$ cat src/rtl/amux_pkg.sv
package amux_pkg;
  typedef enum logic [1:0] {ST_IDLE, ST_SETTLE, ST_CONV} amux_state_e;
  localparam logic [1:0] REG_MASK   = 2'd0;
  localparam logic [1:0] REG_SETTLE = 2'd1;
  localparam logic [1:0] REG_SEL    = 2'd2;
  localparam logic [1:0] REG_CTRL   = 2'd3;
  localparam int CTRL_GO   = 0;
  localparam int CTRL_STOP = 1;
  localparam int CTRL_CONT = 2;
endpackage

$ cat src/rtl/amux_pick.sv
module amux_pick #(
  parameter int N_CH = 16,
  localparam int IDX_W = $clog2(N_CH)
) (
  input  logic [N_CH-1:0]  mask,
  input  logic [IDX_W-1:0] cur,
  output logic             first_found,
  output logic [IDX_W-1:0] first_idx,
  output logic             next_found,
  output logic [IDX_W-1:0] next_idx
);
  // lowest set bit at or above 'from'; MSB of result flags a hit
  function automatic logic [IDX_W:0] scan_up(input logic [N_CH-1:0] m, input int from);
    logic [IDX_W:0] r;
    r = '0;
    for (int i = N_CH - 1; i >= 0; i--)
      if (i >= from && m[i]) r = {1'b1, IDX_W'(i)};
    return r;
  endfunction

  always_comb begin
    {first_found, first_idx} = scan_up(mask, 0);
    {next_found, next_idx}   = scan_up(mask, int'(cur) + 1);
  end
endmodule

$ cat src/rtl/amux_cfg.sv
module amux_cfg
  import amux_pkg::*;
#(
  parameter int N_CH     = 16,
  parameter int SETTLE_W = 8,
  parameter int SEL_W    = 5
) (
  input  logic                clk,
  input  logic                rst_n,
  input  logic                we,
  input  logic [1:0]          addr,
  input  logic [N_CH-1:0]     wdata,
  output logic [N_CH-1:0]     rdata,
  input  logic                load,
  output logic [N_CH-1:0]     sh_mask,
  output logic [SETTLE_W-1:0] sh_settle,
  output logic [N_CH-1:0]     act_mask,
  output logic [SETTLE_W-1:0] act_settle,
  output logic [SEL_W-1:0]    act_sel,
  output logic                act_cont,
  output logic                go_pulse,
  output logic                stop_pulse
);
  logic [SEL_W-1:0] sh_sel;
  logic             sh_cont;
  logic             ctrl_wr;

  assign ctrl_wr = we && addr == REG_CTRL;

  always_ff @(posedge clk) begin
    if (!rst_n) begin
      sh_mask <= '0; sh_settle <= '0; sh_sel <= '0; sh_cont <= 1'b0;
      go_pulse <= 1'b0; stop_pulse <= 1'b0;
    end else begin
      go_pulse   <= ctrl_wr && wdata[CTRL_GO];
      stop_pulse <= ctrl_wr && wdata[CTRL_STOP];
      if (we) begin
        case (addr)
          REG_MASK:   sh_mask   <= wdata;
          REG_SETTLE: sh_settle <= wdata[SETTLE_W-1:0];
          REG_SEL:    sh_sel    <= wdata[SEL_W-1:0];
          default:    sh_cont   <= wdata[CTRL_CONT];
        endcase
      end
    end
  end

  always_ff @(posedge clk) begin
    if (!rst_n) begin
      act_mask <= '0; act_settle <= '0; act_sel <= '0; act_cont <= 1'b0;
    end else if (load) begin
      act_mask <= sh_mask; act_settle <= sh_settle;
      act_sel  <= sh_sel;  act_cont   <= sh_cont;
    end
  end

  always_comb begin
    case (addr)
      REG_MASK:   rdata = sh_mask;
      REG_SETTLE: rdata = N_CH'(sh_settle);
      REG_SEL:    rdata = N_CH'(sh_sel);
      default:    rdata = N_CH'({sh_cont, 2'b00});
    endcase
  end
endmodule

$ cat src/rtl/amux_results.sv
module amux_results #(
  parameter int N_CH   = 16,
  parameter int DATA_W = 12,
  localparam int IDX_W = $clog2(N_CH)
) (
  input  logic              clk,
  input  logic              rst_n,
  input  logic              we,
  input  logic [IDX_W-1:0]  widx,
  input  logic [DATA_W-1:0] wdata,
  input  logic              rd_en,
  input  logic [IDX_W-1:0]  rd_idx,
  output logic [DATA_W-1:0] rd_data,
  output logic              rd_valid
);
  logic [DATA_W-1:0] res_q [N_CH];
  logic [N_CH-1:0]   vld_q;

  for (genvar g = 0; g < N_CH; g++) begin : g_slot
    always_ff @(posedge clk) begin
      if (!rst_n) begin
        res_q[g] <= '0;
        vld_q[g] <= 1'b0;
      end else if (we && widx == IDX_W'(g)) begin
        res_q[g] <= wdata;
        vld_q[g] <= 1'b1;   // write wins over a same-cycle read
      end else if (rd_en && rd_idx == IDX_W'(g)) begin
        vld_q[g] <= 1'b0;
      end
    end
  end

  assign rd_data  = res_q[rd_idx];
  assign rd_valid = vld_q[rd_idx];
endmodule

$ cat src/rtl/amux_seq.sv
module amux_seq
  import amux_pkg::*;
#(
  parameter int N_CH     = 16,
  parameter int DATA_W   = 12,
  parameter int SETTLE_W = 8,
  parameter int MUX_W    = 5,
  localparam int IDX_W   = $clog2(N_CH),
  localparam int SEL_W   = IDX_W + 1
) (
  input  logic              clk,
  input  logic              rst_n,
  input  logic              cfg_we,
  input  logic [1:0]        cfg_addr,
  input  logic [N_CH-1:0]   cfg_wdata,
  output logic [N_CH-1:0]   cfg_rdata,
  input  logic              rd_en,
  input  logic [IDX_W-1:0]  rd_idx,
  output logic [DATA_W-1:0] rd_data,
  output logic              rd_valid,
  output logic              conv_start,
  output logic [SEL_W-1:0]  conv_phys,
  input  logic              conv_done,
  input  logic [DATA_W-1:0] conv_data,
  output logic [MUX_W-1:0]  mux_addr,
  output logic              busy,
  output logic              seq_end
);
  amux_state_e        state_q, state_d;
  logic [IDX_W-1:0]   cur_q, cur_d;
  logic [SETTLE_W-1:0] cnt_q, cnt_d;
  logic               stop_q, seq_end_q, seq_end_d;

  logic [N_CH-1:0]     sh_mask, act_mask;
  logic [SETTLE_W-1:0] sh_settle, act_settle;
  logic [SEL_W-1:0]    act_sel;
  logic                act_cont, go_pulse, stop_pulse;
  logic                sh_first_found, act_first_found, act_next_found, sh_next_found;
  logic [IDX_W-1:0]    sh_first_idx, act_first_idx, act_next_idx, sh_next_idx;

  // named internal events for the checker
  logic go_ok, pass_load, res_we, slot_begin;

  amux_cfg #(.N_CH(N_CH), .SETTLE_W(SETTLE_W), .SEL_W(SEL_W)) u_cfg (
    .clk, .rst_n, .we(cfg_we), .addr(cfg_addr), .wdata(cfg_wdata), .rdata(cfg_rdata),
    .load(pass_load), .sh_mask, .sh_settle, .act_mask, .act_settle, .act_sel,
    .act_cont, .go_pulse, .stop_pulse);

  // shadow picker chooses the first channel of a new pass,
  // active picker chooses the next channel inside the running pass
  amux_pick #(.N_CH(N_CH)) u_pick_sh (
    .mask(sh_mask), .cur(cur_q), .first_found(sh_first_found), .first_idx(sh_first_idx),
    .next_found(sh_next_found), .next_idx(sh_next_idx));
  amux_pick #(.N_CH(N_CH)) u_pick_act (
    .mask(act_mask), .cur(cur_q), .first_found(act_first_found), .first_idx(act_first_idx),
    .next_found(act_next_found), .next_idx(act_next_idx));

  amux_results #(.N_CH(N_CH), .DATA_W(DATA_W)) u_res (
    .clk, .rst_n, .we(res_we), .widx(cur_q), .wdata(conv_data),
    .rd_en, .rd_idx, .rd_data, .rd_valid);

  assign go_ok  = go_pulse && state_q == ST_IDLE;
  assign res_we = state_q == ST_CONV && conv_done;

  always_comb begin
    state_d   = state_q;
    cur_d     = cur_q;
    cnt_d     = cnt_q;
    seq_end_d = seq_end_q;
    pass_load = 1'b0;
    unique case (state_q)
      ST_IDLE: if (go_ok) begin
        pass_load = 1'b1;
        seq_end_d = 1'b0;
        if (sh_first_found) begin
          state_d = ST_SETTLE; cur_d = sh_first_idx; cnt_d = sh_settle;
        end
      end
      ST_SETTLE: begin
        if (cnt_q == '0) state_d = ST_CONV;
        else             cnt_d = cnt_q - 1'b1;
      end
      ST_CONV: if (conv_done) begin
        if (stop_q) begin
          state_d = ST_IDLE;
        end else if (act_next_found) begin
          state_d = ST_SETTLE; cur_d = act_next_idx; cnt_d = act_settle;
        end else if (act_cont) begin
          pass_load = 1'b1;
          if (sh_first_found) begin
            state_d = ST_SETTLE; cur_d = sh_first_idx; cnt_d = sh_settle;
          end else begin
            state_d = ST_IDLE;
          end
        end else begin
          state_d   = ST_IDLE;
          seq_end_d = 1'b1;
        end
      end
      default: state_d = ST_IDLE;
    endcase
  end

  assign slot_begin = state_d == ST_SETTLE && state_q != ST_SETTLE;

  always_ff @(posedge clk) begin
    if (!rst_n) begin
      state_q <= ST_IDLE; cur_q <= '0; cnt_q <= '0;
      stop_q <= 1'b0; seq_end_q <= 1'b0;
    end else begin
      state_q   <= state_d;
      cur_q     <= cur_d;
      cnt_q     <= cnt_d;
      seq_end_q <= seq_end_d;
      if (state_d == ST_IDLE)               stop_q <= 1'b0;
      else if (stop_pulse && state_q != ST_IDLE) stop_q <= 1'b1;
    end
  end

  assign busy       = state_q != ST_IDLE;
  assign conv_start = state_q == ST_SETTLE && cnt_q == '0;
  assign conv_phys  = act_sel;
  assign mux_addr   = busy ? MUX_W'(cur_q) : '0;
  assign seq_end    = seq_end_q;

  // sibling picker outputs the top does not need in this direction
  logic unused_pick;
  assign unused_pick = ^{sh_next_found, sh_next_idx, act_first_found, act_first_idx};
endmodule

$ cat config.mk
export PLATFORM = sky130hd
export DESIGN_NAME = amux_seq
export DESIGN_NICKNAME = d
export VERILOG_FILES = /design/src/rtl/amux_pkg.sv /design/src/rtl/amux_pick.sv /design/src/rtl/amux_cfg.sv /design/src/rtl/amux_results.sv /design/src/rtl/amux_seq.sv
export SDC_FILE = /design/constraint.sdc
export NUM_CORES = 1
export LEC_CHECK = 0
export ABC_AREA = 1
export CAP_MARGIN = 20
export CORE_UTILIZATION = 65
export CTS_BUF_LIST = sky130_fd_sc_hd__clkbuf_2 sky130_fd_sc_hd__clkbuf_4 sky130_fd_sc_hd__clkbuf_8
export DETAILED_ROUTE_END_ITERATION = 6
export GPL_TIMING_DRIVEN = 0
export PLACE_DENSITY_LB_ADDON = 0.25
export SYNTH_ARGS = -nofsm -noshare
export SYNTH_HDL_FRONTEND = slang
export SYNTH_SLANG_ARGS = --single-unit
$ cat constraint.sdc
create_clock -name clk -period 7.6 [get_ports clk]
set_input_delay 0.76 -clock clk [delete_from_list [all_inputs] [get_ports clk]]
set_output_delay 0.76 -clock clk [all_outputs]
set_load 0.05 [all_outputs]
* Word level (Yosys, flattened, before mapping)
Memories as Yosys holds them, arrays and structs flattened.
Cells that the tools add are included.
** Word-level totals
- Register bits after elaboration :: 94
- Memories :: 1
- Output and inout port bits :: 42
- Input port bits :: 39
- Memory bits (writable) :: 192
** Memories
- u_res.res_q :: depth 16, width 12, read ports 1, clocked after memory_dff 0, write ports 16, RTL line amux_results.sv:16 : logic [DATA_W-1:0] res_q [N_CH];
** Operators by class
- Bitwise operators :: 18
- Muxes and demuxes :: 169
- Equality and inequality tests :: 42
- Reductions and logical operators :: 89
- $add $sub $neg :: 2
- Order comparisons :: 17
** Operators with widths (number)
- $ge A5 B32 Y1 const A :: 8
- $mux W12 :: 16
- $mux W5 :: 32
- $ge A4 B32 Y1 const A :: 4
- $mux W1 :: 93
- $eq A4 B4 Y1 const B :: 16
- $ge A3 B32 Y1 const A :: 2
- $mux W8 :: 7
- $logic_and A1 B1 Y1 :: 55
- $pmux W16 S3 :: 1
- $reduce_bool A2 Y1 :: 18
- $eq A4 B3 Y1 const B :: 8
- $ge A1 B32 Y1 const A :: 1
- $ge A2 B32 Y1 const A :: 1
- $mux W4 :: 7
- $pmux W8 S3 :: 1
- $eq A4 B2 Y1 const B :: 4
- $or A1 B1 Y1 :: 16
- $mux W2 :: 7
- $ne A2 B2 Y1 const B :: 6
- $reduce_and A6 Y1 :: 2
- $eq A4 B1 Y1 const B :: 2
- $logic_not A4 Y1 :: 2
- $logic_not A8 Y1 :: 1
- other kinds (17) :: 27

* Longest topological paths before layout
Gate-level depths: netlist (run 1).
- Depth in word-level cells :: 25
- Mapped depth :: 21

* By module
From an unflattened synthesis (run 1), not the netlist that was laid out.
** Unflattened totals
- Cells, all modules :: 2084
- Area total of the unflattened synthesis :: 15344.7 um^2
** By module, submodules not included
- amux_results :: cells an instance 1184, seq. area each 6085.8 um^2, area an instance 9940.8 um^2, times used 1
- amux_cfg :: cells an instance 355, seq. area each 1241.2 um^2, area an instance 2496.1 um^2, times used 1
- amux_seq :: cells an instance 233, seq. area each 320.3 um^2, area an instance 1347.5 um^2, times used 1
- amux_pick (u_pick_sh) :: cells an instance 153, seq. area each 0.0 um^2, area an instance 783.3 um^2, times used 1
- amux_pick (u_pick_act) :: cells an instance 159, seq. area each 0.0 um^2, area an instance 777.0 um^2, times used 1

* Worst setup path after synthesis (run 1)
Ideal clock, no wire load.
- Path type :: input -> output
- From :: in rd_idx[0]
- To :: out rd_data[10]
- Path buffers :: 1
- Slack :: 4.747 ns
- Stages :: 6
- Arrival time :: 2.093 ns
- Cells stage by stage :: inv_1 > nor2_1 > clkbuf_1 > a22oi_1 > a21oi_1 > or4_1
** On the way
- Word-level cells in the longest chain between the ends :: 1
** RTL lines
- start: declaration :: RTL line amux_seq.sv:18 : input logic [IDX_W-1:0] rd_idx,
- $mem_v2 Z16 W12
- end: declaration :: RTL line amux_seq.sv:19 : output logic [DATA_W-1:0] rd_data,
Every way passes these cells.

* Final worst setup path (run 1)
- From :: in rd_idx[0]
- To :: out rd_data[5]
The elaborated chain is that of the path after synthesis.

==> results of run 1 <==
## cell usage after synthesis, drive strengths merged, types with 5 or more instances
cell type / count
o22ai: 5
nand2: 145
clkbuf: 72
dfxtp: 94
buf: 13
or4: 13
a21oi: 133
nand4: 16
o21ai: 119
nor2: 278
a22oi: 104
ha: 10
o211ai: 12
inv: 99
edfxtp: 192
nand3: 53
## power by group through the flow
stage,clock network [mW],logic (mW),registers [mW]
3_5_place_dp,0,0.393,1.76
2_1_floorplan,0,0.252,1.76
6_report,1.35,0.404,1.73
3_3_place_gp,0,0.377,1.76
4_1_cts,1.33,0.394,1.73
5_1_grt,1.40,0.433,1.73
## sequential cells by signal, indices dropped and copies added (netlist names), 2 cells and up
signal,flops
u_cfg.sh_mask,16
cur_q,4
u_cfg.act_sel,5
u_cfg.act_settle,8
u_cfg.sh_settle,8
u_res.res_q,192
state_q,2
u_cfg.sh_sel,5
cnt_q,8
u_cfg.act_mask,16
u_res.vld_q,16
## cell families (layout without fill, tap and decap cells)
group | Yosys count | in the layout
buffers and inverters | 187 | 359
and+or+nand+nor | 514 | 514
other | 1 | 1
DFF | 286 | 286
adders and majority gates | 10 | 10
AOI/OAI and AO/OA | 383 | 383
## metrics by stage
step	power (mW)	cells	setup WS (ps)	instance area, um2	utilization [%]
after floorplan	2.010	1381	4747	13080	-
after global placement	2.138	1723	2942	14180	72.41
after detailed placement	2.154	1739	2832	14320	73.08
after CTS	3.454	1818	2829	15230	77.75
after global routing	3.561	1818	2650	15230	77.75
final	3.478	1818	2671	15230	77.75
## path summary, 6_finish.rpt
path | startpoint | endpoint | slack, ps | cells after the start
min | u_cfg.sh_sel[4] | u_cfg.sh_sel[4] | 490 | 2
max | rd_idx[0] | rd_data[5] | 2670 | 8
min reg2reg | u_cfg.sh_sel[4] | u_cfg.sh_sel[4] | 490 | 2
max reg2reg | state_q[0] | u_res.res_q[9][9] | 4650 | 8
## per-layer routing
metal | wire length, um | track usage, % | up-vias | share of wire [%]
met3 | 4072 | 8.131 | 200 | 11
met1 | 12840 | 42.85 | 5255 | 34
met2 | 18410 | 63.08 | 801 | 48
li1 | - | - | 5127 | -
met4 | 2683 | 26.20 | 0 | 7.1
met5 | 0 | 0 | - | 0
## tightest hold or removal path: stages, from the launching register on
cell and delay (ps):
dfxtp_1 310, inv_1 80, a21oi_1 60
## area by class of cell
| class | instances | area [um2] |
|---|---|---|
| Buffer | 85 | 361.6 |
| Inverter | 102 | 382.9 |
| Fill cell | 1331 | 4358 |
| Tap cell | 265 | 331.6 |
| Clock buffer | 64 | 780.7 |
| Sequential cell | 286 | 7647 |
| Timing Repair Buffer | 93 | 902.1 |
| Clock inverter | 15 | 135.1 |
| Multi-Input combinational cell | 908 | 4691 |
==> key figures, run 1 <==
Status
  • Outcome: complete, no violations

Placement
  • IO Port Bufs: 77
  • Gp weighted congestion: roughly 1
  • DP Wirelength: around 27000 um

Timing
  • Slew Limit Fails: 0
  • RSZ-0062 raised after global routing: false
  • Fmax: roughly 0.20 GHz
  • Min cycle time layout: about 4900 ps
  • Final hold violation count: 0
  • Total negative setup slack: 0 ps
  • Layout Skew: 32.38 ps
  • Setup violations, final: 0
  • Rel. slew slack: between 40% and 50%
  • Hold Slack: around 500 ps
  • Final worst-path cycle share: 64.86%
  • Slew @ Worst Pin: 846.5 ps

Global route
  • Number of global-route vias before repair: approximately 11000
  • Antenna violations before repair: 0
  • Total global routing overflow: 0
  • First-pass GRT wire length: 57620 um
  • Largest net degree at the start of global routing: 13
  • Global Route Usage Sum: between 30% and 40%

Worst setup path
  • Worst Path Arrival: between 4000 and 5000 ps
  • Worst Setup Start Kind: input pin
  • Worst Path Required: ~6800 ps
  • Crit-path leading delay family: buffers and inverters
  • Crit path kind: in2out
  • CP bufs+invs: 4
  • Most used cell, CP: clkdlybuf4s50_1
  • Slowest-stage cell, CP: clkdlybuf4s50_1
  • Largest fanout on the critical path: 10
  • Setup crit end kind: output pin
  • Critical Path, Cell by Cell: clkdlybuf4s50_1 > inv_1 > nor2_1 > clkbuf_1 > a22oi_1 > a21oi_1 > or4_1 > clkdlybuf4s50_1
  • Slowest stage delay, CP: a little over 800 ps

Die
  • Total core area: approximately 0.020 mm2
  • Die area: approximately 0.021 mm2
  • Die width: ~140 um
  • Row count: 51
  • Initial core utilization: about two thirds
  • Die Height: ~140 um
  • Number of I/O pins: slightly above 80

Clocking
  • CTS tree: done
  • H-tree Lvls: 2
  • Postcts setup bufs: 0
  • Largest buffer count on any clock path: 3
  • Hold buffers post-CTS: 0
  • Worst skew pair latency: a little under 600 ps
  • TritonCTS buffer count: 43
  • Worst-path clk slew: about 60 ps
  • CTS resizes: 0
  • Root Buffer Master: clkbuf_8
  • Clk sinks: between 200 and 300

Route
  • First-pass DRT Iterations: 6
  • DR WL/cell: 20.91 um
  • Vias: roughly 11000
  • Vias per Instance: 6.261
  • Final ANT Viol Nets: 0
  • 1st-iter DRT viols: around 1200
  • DRC viols: 0
  • Routed wire length: ~38000 um

Pwr
  • Sw power: 0.9194 mW
  • PD cells: 228.3 mW/mm2
  • LEAKAGE: between 5 and 6 nW
  • Clock share of power: 38.7%
  • Seq pwr share: approximately half
  • Switching Share: roughly a quarter
  • Max VDD drop: 0.1554 mV
  • Internal Pwr Total: between 2 and 3 mW
  • Combinational share of power: a little under an eighth

Cells and area
  • Most common cell after layout, fill and taps aside: nor2_1
  • Total Nets Final: around 1600
  • Ant. Diodes: 0
  • Post-synthesis to final-layout area growth: 16.43%
  • Layout cell share with drive strength beyond 1: a little under a tenth
  • Most frequent cells in the layout: 268 x nor2_1, 192 x edfxtp_1, 134 x nand2_1, 133 x a21oi_1, 104 x a22oi_1

Synth
  • Simple-Gate Fraction of Synth Area: between 15 and 20%
  • Top FF cell, synth: edfxtp_1
  • Synth area leaders: edfxtp_1 44%, dfxtp_1 14%, nor2_1 7.7%
  • Warnings from Yosys: 0
  • Synth cell types: 42
  • Post-synth top area share: between 40% and 50%
  • Compound-Gate Fraction of Synth Area: 17.18%
  • Adder-cell area share of the yosys netlist: less than 1%
  • Post-synth EDFFs: about 190
  • FFs w/ async S/R, synth: 0%
  • Mux cell area share after synthesis: 0%
  • Synth Instances: roughly 1400
  • Post-Syn Nets: ~1400
  • #FFs+latches synth: about 290
  • Synth Area in XOR/XNOR: 0%
  • Synth Area per Inst: roughly 9.5 um2
  • Seq/Total Area, Yosys: approximately three fifths
  • Dominant cell type by area after synthesis: edfxtp_1
  • Cell Area, Synth: ~0.013 mm2
  • Largest family of logic cells by synthesized area: simple AND/OR/NAND/NOR gates

Flow run
  • Max Cap Viol: 0

Hold path
  • HP Class: reg2reg
No activity file was read; power rests on OpenSTA's default activity.
==> inputs of run 2 (changes only) <==
--- a/config.mk
+++ b/config.mk
@@ -7,7 +7,7 @@
 export LEC_CHECK = 0
 export ABC_AREA = 1
 export CAP_MARGIN = 20
-export CORE_UTILIZATION = 65
+export CORE_UTILIZATION = 56
 export CTS_BUF_LIST = sky130_fd_sc_hd__clkbuf_2 sky130_fd_sc_hd__clkbuf_4 sky130_fd_sc_hd__clkbuf_8
 export DETAILED_ROUTE_END_ITERATION = 6
 export GPL_TIMING_DRIVEN = 0
==> constraint.sdc (replaced) <==
create_clock -name clk -period 4.5 [get_ports clk]
set_input_delay 0.45 -clock clk [delete_from_list [all_inputs] [get_ports clk]]
set_output_delay 0.45 -clock clk [all_outputs]
set_load 0.05 [all_outputs]
==> key figures, run 2 (synthesis results as in run 1) <==
Status
  • Outcome: complete, but fails checks
  • Failing checks: DRC

Worst setup path
  • Setup crit end kind: output pin
  • Worst Path Required: 4050 ps
  • Worst Path Arrival: about 3700 ps
  • Worst Setup Start Kind: input pin
  • Worst R2R Start: state_q[0]
  • Largest fanout on the critical path: 10
  • CP Launch Point: rd_idx[0]
  • Crit path kind: in2out

Flow run
  • Max Cap Viol: 0

Clocking
  • Postcts setup bufs: 0
  • Root Buffer Master: clkbuf_8
  • CTS resizes: 0
  • CTS tree: done
  • H-tree Lvls: 2
  • TritonCTS buffer count: 45
  • Largest buffer count on any clock path: 3
  • Worst-path clk slew: 60 ps
  • Clk sinks: between 200 and 300
  • Hold buffers post-CTS: 0
  • Worst skew pair latency: 570 ps

Timing
  • Slew Limit Fails: 0
  • Rel. slew slack: 44.26%
  • Final hold violation count: 0
  • Total negative setup slack: 0 ps
  • Final worst-path cycle share: 92.92%
  • Layout Skew: about 10 ps
  • Min cycle time layout: 4181 ps
  • Fmax: around 0.24 GHz
  • Slew @ Worst Pin: around 830 ps
  • Setup violations, final: 0
  • RSZ-0062 raised after global routing: false

Die
  • Total core area: 0.02278 mm2
  • Die area: roughly 0.024 mm2
  • Row count: 55
  • Die Height: between 150 and 200 um
  • Number of I/O pins: 81
  • Initial core utilization: 57.43%
  • Die width: around 150 um

Cells and area
  • Ant. Diodes: 0
  • Fill count: 1804
  • Fin util: about 67%
  • Number of flip-flops in the largest register: around 190
  • Register bank with the most flops: u_res.res_q
  • Most frequent cells in the layout: 268 x nor2_1, 192 x edfxtp_1, 134 x nand2_1, 133 x a21oi_1, 104 x a22oi_1
  • Total Nets Final: approximately 1600
  • Layout cell share with drive strength beyond 1: approximately a tenth
  • Most common cell after layout, fill and taps aside: nor2_1
  • Post-synthesis to final-layout area growth: 16.72%

Hold path
  • Startpoint of the worst hold path: cfg_we
  • HP Class: in2reg

Route
  • Vias per Instance: about 6.0
  • First-pass DRT Iterations: 7
  • DRC viols: 2
  • 1st-iter DRT viols: 1156
  • Final ANT Viol Nets: 0
  • DR WL/cell: 20.33 um
  • Vias: around 11000
  • Routed wire length: 37980 um

Placement
  • Gp weighted congestion: just under 1
  • DP Wirelength: around 27000 um
  • IO Port Bufs: 77

Pwr
  • LEAKAGE: roughly 6 nW
  • PD cells: 378.0 mW/mm2
  • Max VDD drop: approximately 0.24 mV

Global route
  • Total global routing overflow: 0
  • First-pass GRT wire length: slightly below 60000 um
  • Largest net degree at the start of global routing: 13
  • Antenna violations before repair: 0
  • Global Route Usage Sum: between 30% and 40%
  • Number of global-route vias before repair: 10810
run 2: changes by cell type in the layout (fill, tap and decap cells not counted), sizes merged:
cell / delta
buf: -1
clkbuf: +1
clkinv: +4
bufinv: -2
run 2: stage by stage:
stage / hold slack (ps) / worst slack (ps) / cell area [um2] / power (mW) / cells
after floorplan: 444.1 / 1910 / 13080 / 3.395 / 1381
after global placement: 468.0 / 433.4 / 14240 / 3.618 / 1771
after detailed placement: 470.2 / 402.1 / 14380 / 3.642 / 1786
after CTS: 295.1 / 397.1 / 15270 / 5.764 / 1868
after global routing: 340.7 / 299.0 / 15270 / 5.952 / 1868
final: 315.4 / 318.7 / 15270 / 5.771 / 1868
run 2: final timing paths:
check                             to  slack, ps  cells after the start
hold reg to reg       u_cfg.act_cont        490                      2
setup / recovery          rd_data[2]        320                      8
setup reg to reg  u_res.res_q[1][11]       1610                      8
hold / removal       u_cfg.sh_sel[2]        320                      3
run 2: routing by layer:
metal | global-route usage [%] | part of all wire (%) | vias to the layer above
met5 | 0 | 0 | -
met3 | 4.679 | 9.5 | 125
met1 | 38.96 | 37 | 5262
met2 | 55.89 | 49 | 657
li1 | - | - | 5138
met4 | 16.27 | 4.8 | 0
run 2: area by class of cell:
class,count,area [um2],area share (%)
timing repair buffer,92,905.9,5.932
tap,313,391.6,2.565
sequential,286,7647,50.08
multi-input combinational,908,4695,30.74
buffer,85,361.6,2.368
inverter,102,382.9,2.507
clock inverter,17,85.08,0.5572
clock buffer,65,800.8,5.244
run 2: power breakdown:
| group | leakage, nW | switching (mW) | internal [mW] | total [mW] |
|---|---|---|---|---|
| sequential | 2.74 | 0.0379 | 2.88 | 2.92 |
| combinational | 2.71 | 0.479 | 0.201 | 0.680 |
| clock | 0.474 | 1.02 | 1.15 | 2.17 |
run 2: critical path, cell delays in order:
cell,delay [ps]
clkdlybuf4s50_1,520
inv_1,70
nor2_1,550
clkbuf_1,540
a22oi_1,140
a21oi_1,430
or4_1,210
clkdlybuf4s50_1,810
==> inputs of run 3 (changes only) <==
--- a/config.mk
+++ b/config.mk
@@ -7,11 +7,13 @@
 export LEC_CHECK = 0
 export ABC_AREA = 1
 export CAP_MARGIN = 20
-export CORE_UTILIZATION = 56
+export CORE_UTILIZATION = 65
 export CTS_BUF_LIST = sky130_fd_sc_hd__clkbuf_2 sky130_fd_sc_hd__clkbuf_4 sky130_fd_sc_hd__clkbuf_8
 export DETAILED_ROUTE_END_ITERATION = 6
 export GPL_TIMING_DRIVEN = 0
+export MAX_ROUTING_LAYER = met4
 export PLACE_DENSITY_LB_ADDON = 0.25
+export REMOVE_ABC_BUFFERS = 1
 export SYNTH_ARGS = -nofsm -noshare
 export SYNTH_HDL_FRONTEND = slang
 export SYNTH_SLANG_ARGS = --single-unit
==> constraint.sdc (replaced) <==
create_clock -name clk -period 5.2 [get_ports clk]
set_input_delay 0.52 -clock clk [delete_from_list [all_inputs] [get_ports clk]]
set_output_delay 0.52 -clock clk [all_outputs]
set_load 0.05 [all_outputs]
==> key figures, run 3 (synthesis results as in run 1) <==
Clocking
  • Hold buffers post-CTS: 0
  • Largest buffer count on any clock path: 3
  • CTS resizes: 0
  • Worst-path clk slew: around 70 ps
  • H-tree Lvls: 2
  • Root Buffer Master: clkbuf_8
  • Clk sinks: roughly 290
  • TritonCTS buffer count: 45
  • Worst skew pair latency: approximately 570 ps
  • Postcts setup bufs: 0
  • CTS tree: done

Placement
  • Dpl ws: 1032 ps
  • Area after DPL: 0.01405 mm2
  • DP Wirelength: 21670 um
  • IO Port Bufs: between 70 and 80
  • Gp weighted congestion: between 0.9 and 1

Global route
  • Total global routing overflow: 0
  • Antenna violations before repair: 0
  • Global Route Usage Sum: 34.11%
  • First-pass GRT wire length: roughly 50000 um
  • Largest net degree at the start of global routing: 110
  • Number of global-route vias before repair: 10050

Pwr
  • Max VDD drop: between 0.2 and 0.25 mV
  • Switching Share: about a quarter
  • Seq pwr share: 50.6%
  • Internal Pwr Total: around 3.7 mW
  • PD cells: about 330 mW/mm2
  • Clock share of power: 38.2%
  • Total design power: 4.992 mW
  • Combinational share of power: 11.2%
  • LEAKAGE: roughly 5.8 nW
  • Sw power: around 1.3 mW

Timing
  • Slew @ Worst Pin: roughly 1100 ps
  • Rel. slew slack: between 20 and 30%
  • Min cycle time layout: roughly 4200 ps
  • Slew Limit Fails: 0
  • Final hold violation count: 0
  • Setup WS post-layout: approximately 950 ps
  • Layout Skew: roughly 24 ps
  • Fmax: around 0.24 GHz
  • RSZ-0062 raised after global routing: false
  • Final worst-path cycle share: ~82%
  • Setup violations, final: 0
  • Hold Slack: around 480 ps

Route
  • First-pass DRT Iterations: 5
  • DR WL/cell: between 15 and 20 um
  • DRC viols: 0
  • Vias: between 10000 and 15000
  • Routed wire length: about 33000 um
  • 1st-iter DRT viols: ~1200
  • Final ANT Viol Nets: 0
  • Vias per Instance: slightly above 6

Cells and area
  • Ant. Diodes: 0
  • Number of flip-flops in the largest register: roughly 190
  • Post-synthesis to final-layout area growth: 14.34%
  • Most frequent cells in the layout: 266 x nor2_1, 192 x edfxtp_1, 134 x nand2_1, 133 x a21oi_1, 104 x a22oi_1
  • Post-route cell area: between 0.01 and 0.015 mm2
  • Register bank with the most flops: u_res.res_q
  • Fin util: between 70% and 80%
  • Most common cell after layout, fill and taps aside: nor2_1
  • Layout cell share with drive strength beyond 1: 9.959%
  • Total Nets Final: between 1000 and 1500

Hold path
  • HP Class: reg2reg
  • Worst hold stages: 2
  • Startpoint of the worst hold path: seq_end
  • Worst Hold Path EP: seq_end

Worst setup path
  • Worst R2R Start: state_q[0]
  • CP Launch Point: rd_idx[1]
  • Worst Path Arrival: roughly 3700 ps
  • Worst Path Required: roughly 4700 ps
  • R2R depth: 7
  • Worst Setup Start Kind: input pin
  • Crit path kind: in2out
  • Largest fanout on the critical path: 53
  • Setup crit end kind: output pin
  • Setup slack, reg-to-reg: about 1900 ps
  • R2r endpoint: u_res.res_q[2][8]

Die
  • Initial core utilization: between 60% and 70%
  • Row count: 51
  • Total core area: a little under 0.02 mm2
  • Die area: 0.02070 mm2
  • Number of I/O pins: a little over 80
  • Die width: 143.9 um
  • Die Height: between 100 and 150 um

Status
  • Outcome: complete, no violations

Flow run
  • Max Cap Viol: 0
[run 3: cell count changes in the layout (fill, tap and decap cells not counted), sizes merged]
| cell | before | now |
|---|---|---|
| clkbuf | 137 | 71 |
| clkinv | 17 | 12 |
| buf | 28 | 19 |
| clkdlybuf4s50 | 77 | 78 |
[run 3: final cells by class]
cell class	count	area, um2
inverter	102	382.9
multi-input combinational	908	4706
clock buffer	71	839.6
tap	265	331.6
timing repair buffer	97	978.4
clock inverter	12	72.57
fill	1361	4632
sequential	286	7647
[run 3: worst max-delay path, cell delays in order]
cell and delay [ps]:
clkdlybuf4s50_1 620, nand2_1 110, inv_2 790, a22oi_1 200, a21oi_1 460, or4_1 210
clkdlybuf4s50_1 800
[run 3: per-stage QoR]
stage | cells | setup TNS (ps)
3_5_place_dp | 1658 | 0
5_1_grt | 1741 | 0
6_report | 1741 | 0
4_1_cts | 1741 | 0
3_3_place_gp | 1640 | -113740
2_1_floorplan | 1296 | 0
[run 3: metal layers]
| layer | track usage, % | share of wire, % | up-vias |
|---|---|---|---|
| met4 | 17.75 | 4.5 | 0 |
| met3 | 6.065 | 8.6 | 114 |
| li1 | - | - | 4977 |
| met1 | 39.31 | 37 | 4998 |
| met5 | - | 0 | - |
| met2 | 57.06 | 50 | 551 |
[run 3: power by group through the flow]
| stage | combinational (mW) | clock (mW) | sequential [mW] |
|---|---|---|---|
| 2_1_floorplan | 0.346 | 0 | 2.57 |
| 3_3_place_gp | 0.524 | 0 | 2.57 |
| 3_5_place_dp | 0.548 | 0 | 2.57 |
| 4_1_cts | 0.552 | 1.91 | 2.53 |
| 5_1_grt | 0.605 | 2.00 | 2.53 |
| 6_report | 0.558 | 1.91 | 2.53 |
[run 3: worst max-delay path by stage]
stage | end | slack [ps] | depth (start not counted)
2_1_floorplan | rd_data[0] | 1670 | 4
5_1_grt | rd_data[8] | 850 | 7
4_1_cts | rd_data[0] | 1010 | 7
3_3_place_gp | rd_data[2] | -1130 | 6
6_report | rd_data[10] | 950 | 7
3_5_place_dp | rd_data[10] | 1030 | 7
